### config.mk
export PLATFORM = sky130hd
export DESIGN_NAME = dual_dac_regif
export DESIGN_NICKNAME = d
export VERILOG_FILES = /design/src/rtl/dacif_pkg.sv /design/src/rtl/dacif_sync.sv /design/src/rtl/dacif_strobe.sv /design/src/rtl/dacif_chan.sv /design/src/rtl/dual_dac_regif.sv
export SDC_FILE = /design/constraint.sdc
export NUM_CORES = 1
export LEC_CHECK = 0
export ABC_CLOCK_PERIOD_IN_PS = 3190
export BUFFER_PORTS_ARGS = -buffer_cell sky130_fd_sc_hd__buf_4
export CAP_MARGIN = 15
export CORE_ASPECT_RATIO = 1.75
export CORE_UTILIZATION = 45
export DETAILED_ROUTE_END_ITERATION = 6
export GPL_ROUTABILITY_DRIVEN = 1
export HOLD_SLACK_MARGIN = 0.1
export PLACE_DENSITY = 0.79
export SYNTH_ARGS = -nofsm -noshare
export SYNTH_HDL_FRONTEND = slang
export SYNTH_SLANG_ARGS = --single-unit
### constraint.sdc
create_clock -name clk -period 3.19 [get_ports clk]
set_clock_uncertainty 0.1 [all_clocks]
set_input_delay 0.1595 -clock clk [delete_from_list [all_inputs] [get_ports clk]]
set_output_delay 0.1595 -clock clk [all_outputs]
set_load 0.01 [all_outputs]
### src/rtl/dacif_pkg.sv
package dacif_pkg;

   // Smallest synchroniser depth accepted by the block
   localparam int unsigned DACIF_MIN_SYNC = 2;

   // Converter register update mode
   typedef enum logic {
      LD_HOLD   = 1'b0,
      LD_FOLLOW = 1'b1
   } ld_mode_e;

endpackage

### src/rtl/dacif_sync.sv
module dacif_sync #(
   parameter int unsigned STAGES  = 2,
   parameter bit          RST_VAL = 1'b0
) (
   input  logic clk,
   input  logic arst_n,
   input  logic d,
   output logic q
);
   import dacif_pkg::*;

   initial begin
      assert (STAGES >= DACIF_MIN_SYNC)
         else $error("dacif_sync: STAGES must be at least %0d", DACIF_MIN_SYNC);
   end

   logic [STAGES-1:0] sh_q;

   always_ff @(posedge clk or negedge arst_n) begin
      if (!arst_n) sh_q <= {STAGES{RST_VAL}};
      else         sh_q <= {sh_q[STAGES-2:0], d};
   end

   assign q = sh_q[STAGES-1];

endmodule

### src/rtl/dacif_strobe.sv
module dacif_strobe #(
   parameter int unsigned SYNC_STAGES = 2
) (
   input  logic clk,
   input  logic arst_n,
   input  logic cs_n,
   input  logic wr_n,
   output logic commit
);
   logic req_raw;
   logic req_s;
   logic req_prev_q;

   assign req_raw = ~cs_n & ~wr_n;

   dacif_sync #(.STAGES(SYNC_STAGES), .RST_VAL(1'b0)) u_req_sync (
      .clk    (clk),
      .arst_n (arst_n),
      .d      (req_raw),
      .q      (req_s)
   );

   always_ff @(posedge clk or negedge arst_n) begin
      if (!arst_n) req_prev_q <= 1'b0;
      else         req_prev_q <= req_s;
   end

   // release of the synchronised strobe
   assign commit = req_prev_q & ~req_s;


   single_commit_chk: assert property (@(posedge clk) disable iff (!arst_n)
      commit |=> !commit);

endmodule

### src/rtl/dacif_chan.sv
module dacif_chan #(
   parameter int unsigned DATA_W = 12
) (
   input  logic              clk,
   input  logic              arst_n,
   input  logic              wr_en,
   input  logic [DATA_W-1:0] wdata,
   input  dacif_pkg::ld_mode_e ld_mode,
   output logic [DATA_W-1:0] dac_q
);
   import dacif_pkg::*;

   logic [DATA_W-1:0] in_q;

   always_ff @(posedge clk or negedge arst_n) begin
      if (!arst_n)    in_q <= '0;
      else if (wr_en) in_q <= wdata;
   end

   always_ff @(posedge clk or negedge arst_n) begin
      if (!arst_n)                 dac_q <= '0;
      else if (ld_mode == LD_FOLLOW) dac_q <= in_q;
   end


   stage_hold_chk: assert property (@(posedge clk) disable iff (!arst_n)
      !wr_en |=> $stable(in_q));


   stage_load_chk: assert property (@(posedge clk) disable iff (!arst_n)
      wr_en |=> in_q == $past(wdata));


   dac_follow_chk: assert property (@(posedge clk) disable iff (!arst_n)
      (ld_mode == LD_FOLLOW) |=> dac_q == $past(in_q));


   dac_hold_chk: assert property (@(posedge clk) disable iff (!arst_n)
      (ld_mode == LD_HOLD) |=> $stable(dac_q));

endmodule

### src/rtl/dual_dac_regif.sv
module dual_dac_regif #(
   parameter int unsigned DATA_W      = 12,
   parameter int unsigned NUM_CH      = 2,
   parameter int unsigned SYNC_STAGES = 2,
   localparam int unsigned ADDR_W     = (NUM_CH > 1) ? $clog2(NUM_CH) : 1,
   localparam int unsigned OUT_W      = NUM_CH * DATA_W
) (
   input  logic              clk,
   input  logic              clr_n,
   input  logic              cs_n,
   input  logic              wr_n,
   input  logic [ADDR_W-1:0] addr,
   input  logic [DATA_W-1:0] data,
   input  logic              load_n,
   input  logic              pd_n,
   output logic [OUT_W-1:0]  dac_val,
   output logic              pwr_down
);
   import dacif_pkg::*;

   initial begin
      assert (DATA_W >= 1)  else $error("dual_dac_regif: DATA_W must be positive");
      assert (NUM_CH >= 2)  else $error("dual_dac_regif: NUM_CH must be at least 2");
      assert (SYNC_STAGES >= DACIF_MIN_SYNC)
         else $error("dual_dac_regif: SYNC_STAGES too small");
   end

   logic              commit;
   logic              load_s;
   logic              pd_s;
   ld_mode_e          ld_mode;
   logic [NUM_CH-1:0] wr_en;

   dacif_strobe #(.SYNC_STAGES(SYNC_STAGES)) u_strobe (
      .clk    (clk),
      .arst_n (clr_n),
      .cs_n   (cs_n),
      .wr_n   (wr_n),
      .commit (commit)
   );

   dacif_sync #(.STAGES(SYNC_STAGES), .RST_VAL(1'b1)) u_load_sync (
      .clk    (clk),
      .arst_n (clr_n),
      .d      (load_n),
      .q      (load_s)
   );

   dacif_sync #(.STAGES(SYNC_STAGES), .RST_VAL(1'b1)) u_pd_sync (
      .clk    (clk),
      .arst_n (clr_n),
      .d      (pd_n),
      .q      (pd_s)
   );

   assign ld_mode  = load_s ? LD_HOLD : LD_FOLLOW;
   assign pwr_down = ~pd_s;

   for (genvar k = 0; k < NUM_CH; k++) begin : g_ch
      assign wr_en[k] = commit && (addr == ADDR_W'(k));

      dacif_chan #(.DATA_W(DATA_W)) u_chan (
         .clk     (clk),
         .arst_n  (clr_n),
         .wr_en   (wr_en[k]),
         .wdata   (data),
         .ld_mode (ld_mode),
         .dac_q   (dac_val[k*DATA_W +: DATA_W])
      );
   end


   one_target_chk: assert property (@(posedge clk) disable iff (!clr_n)
      $onehot0(wr_en));


   commit_hits_chk: assert property (@(posedge clk) disable iff (!clr_n)
      commit |-> (wr_en != '0) || (addr >= ADDR_W'(NUM_CH - 1) && NUM_CH != (1 << ADDR_W)));

endmodule

==> impl_results.md <==
- Status: completed
- Antenna viol nets, final: 0
- Critical path, cell by cell: nor3b_4 -> mux2_2
- Residual DRC count: 0
- TNS Setup: 0 ps
- Worst-path clk slew: 100 ps
- Mapped cell area: 0.00201 sq mm
- Die height: 90.4 um
- Hold path cells: 3
- Pwr dens: 648 mW/mm^2
- Clock Sinks: 55
- Antenna cells: 0
- Final Max Slew Viols: 0
- Ys Warns: 0
- Post-synthesis sequential area ratio: 0.688
- Clock latency on the worst-skew pair: 300 ps
- R2R Setup Slk: 1580 ps
- Peak Freq: 0.620 GHz
- Crit-path leading delay family: simple AND/OR/NAND/NOR gates
- Mapped Nets: 131
- Number of top-level pins: 44
- Pleak: 0.00121 uW
- Worst-Margin Slew: 670 ps
- Layout cells sized above 1: 0.600
- Compound-cell area share of the yosys netlist: 0
- Crit path max-delay cell type: nor3b_4
- Most common cell after layout, fill and taps aside: dfrtp_1
- WS Path Type: register to register
- CP Max Fanout: 12
- Num CTS Buffers: 5
- # rows: 31
- DP Worst Slack: 1560 ps
- CTS H-tree depth: 2
- Worst setup EP type: register
- Tmin final: 1610 ps
- Placed cell areas: 0.00235 sq mm
- WL per Instance: 15.3 um
- Die area: 0.00474 sq mm
- CTS tree: done
- Data required, critical path: 3290 ps
- DP HPWL: 2280 um
- DRT iter0 DRCs: 17
- Seq cells post-synth: 55
- Top cells by area, synth: dfrtp_1 64%, mux2_2 27%, dfstp_2 5.2%, nand3b_4 1.0%, nor3b_4 0.93%
- Hold path endpoint: g_ch[0].u_chan.in_q[0]$_DFFE_PN0P_
- Final wirelength: 3430 um
- CP max stage delay: 570 ps
- Netlist cell types: 10
- Max_cap viols: 0
- Largest net degree at the start of global routing: 56
- R2R cell count: 2
- GRT Total Usage: 0.165
- Post-synth top area share: 0.636
- TritonRoute pass-1 iters: 2
- Final hold vios: 0
- First-pass GRT wire length: 5660 um
- Setup ws final: 1580 ps
- Max-Slew Margin vs Limit: 0.553
- Core ar.: 0.00419 sq mm
- Critical path depth in cells: 2
- WP buf/inv: 0
- Area leader, netlist: dfrtp_1
- Layout Nets: 193
- Vias per Instance: 4.95
- Worst Path Arrival: 1710 ps
- Vias in the first global route: 1201
- # setup viols final: 0
- FF-to-FF Start: u_strobe.u_req_sync.sh_q[1]$_DFF_PN0_
- Xor/xnor share of the synthesized area: 0
- Largest family of logic cells by synthesized area: multiplexers
- Final Wtd Congestion: 0.684
- Avg Inst Size Synth: 17.9 sq um
- Final period util: 0.506
- Overflow after GRT: 0
- Simple-gate portion of the synthesized area: 0.0212
- Worst R2R End: g_ch[0].u_chan.in_q[1]$_DFFE_PN0P_
- Cell area after layout: 0.00262 sq mm
- HP Start: addr
- Initial antenna violation count: 0
- Worst min-delay path class: input pin to register
- Port Buffers: 43
- Startpoint Class: register
- Die width: 52.5 um
- Cells after Synth: 112
- Total number of vias: 1109
- Synth-to-Final Area Change: 30.5%
- Post-synthesis adder-cell area fraction: 0
- Clock Path Buffers: 2
- Initial Util: 0.479
- WHS: 220 ps
- Mux contribution to synthesized area: 0.269
- RSZ-0062 raised after global routing: false
- Root Buffer: clkbuf_8
- Peak supply drop: 0.000376 V
- Highest-count cells in the layout ignoring fill and taps: 51 x dfrtp_1, 48 x mux2_2, 43 x buf_4
## cells in the mapped netlist
cell type	n
clkbuf_8	1
nand3b_4	1
dfrtp_1	51
nor2_1	1
buf_2	3
dfstp_2	4
buf_6	1
mux2_2	48
nor3b_4	1
inv_1	1
## state kept, by name (all words and copies together), names as in the netlist
name / cells
g_ch.u_chan.dac_q: 24
g_ch.u_chan.in_q: 24
u_load_sync.sh_q: 2
u_pd_sync.sh_q: 2
u_strobe.u_req_sync.sh_q: 2
u_strobe.req_prev_q: 1
## stage by stage
stage,instances,power [uW],util
4_1_cts,224,1720,0.626
5_1_grt,224,1780,0.626
3_3_place_gp,199,1280,0.562
2_1_floorplan,112,1110,-
6_report,224,1700,0.626
3_5_place_dp,199,1310,0.562
## cell families (layout without fill, tap and decap cells)
| kind of cell | Yosys count | count (layout) |
|---|---|---|
| muxes | 48 | 48 |
| and+or+nand+nor | 3 | 3 |
| DFF | 55 | 55 |
| buffers and inverters | 6 | 69 |
## repair_timing
action	CTS	global route
endpoints found under the hold margin	78	0
gates resized for setup	0	0
setup buffers	0	0
hold buffers	17	0
endpoints found under the setup margin	0	0
## power by group
part,switching [uW],internal [uW]
combinational,131,237
clock,221,177
sequential,83.0,848
## layer usage
metal | vias to the layer above | wire length, um | track usage
met5 | - | 0 | 0
met4 | 0 | 50 | 0.0724
met3 | 4 | 95 | 0.0404
met2 | 23 | 1950 | 0.283
met1 | 567 | 1330 | 0.184
li1 | 515 | - | -
## worst max-delay path by stage
| stage | from | end | slack (ps) |
|---|---|---|---|
| global route | u_strobe.u_req_sync.sh_q[1]$_DFF_PN0_ | g_ch[0].u_chan.in_q[6]$_DFFE_PN0P_ | 1500 |
| detailed placement | u_strobe.u_req_sync.sh_q[1]$_DFF_PN0_ | g_ch[0].u_chan.in_q[7]$_DFFE_PN0P_ | 1560 |
| floorplan | u_load_sync.sh_q[1]$_DFF_PN1_ | g_ch[0].u_chan.dac_q[0]$_DFFE_PN0N_ | 1780 |
| global placement | u_strobe.u_req_sync.sh_q[1]$_DFF_PN0_ | g_ch[0].u_chan.in_q[8]$_DFFE_PN0P_ | 1620 |
| CTS | u_strobe.u_req_sync.sh_q[1]$_DFF_PN0_ | g_ch[0].u_chan.in_q[1]$_DFFE_PN0P_ | 1560 |
| finish | u_strobe.u_req_sync.sh_q[1]$_DFF_PN0_ | g_ch[0].u_chan.in_q[1]$_DFFE_PN0P_ | 1580 |
## tightest hold or removal path: cells and delay by family
kind	cells	cell delay (ps)
buf+inv	1	120
simple gates	1	90
mux	1	230
## final cells by class
class	count	area [sq um]
fillers	324	1570
inverters	1	3.75
flip-flops and latches	55	1380
multi-input cells	51	583
clock inverters	2	16.3
clock buffers	6	82.6
repair buffers	60	493
well taps	49	61.3
Note: power is estimated with default switching activity, not from simulation.
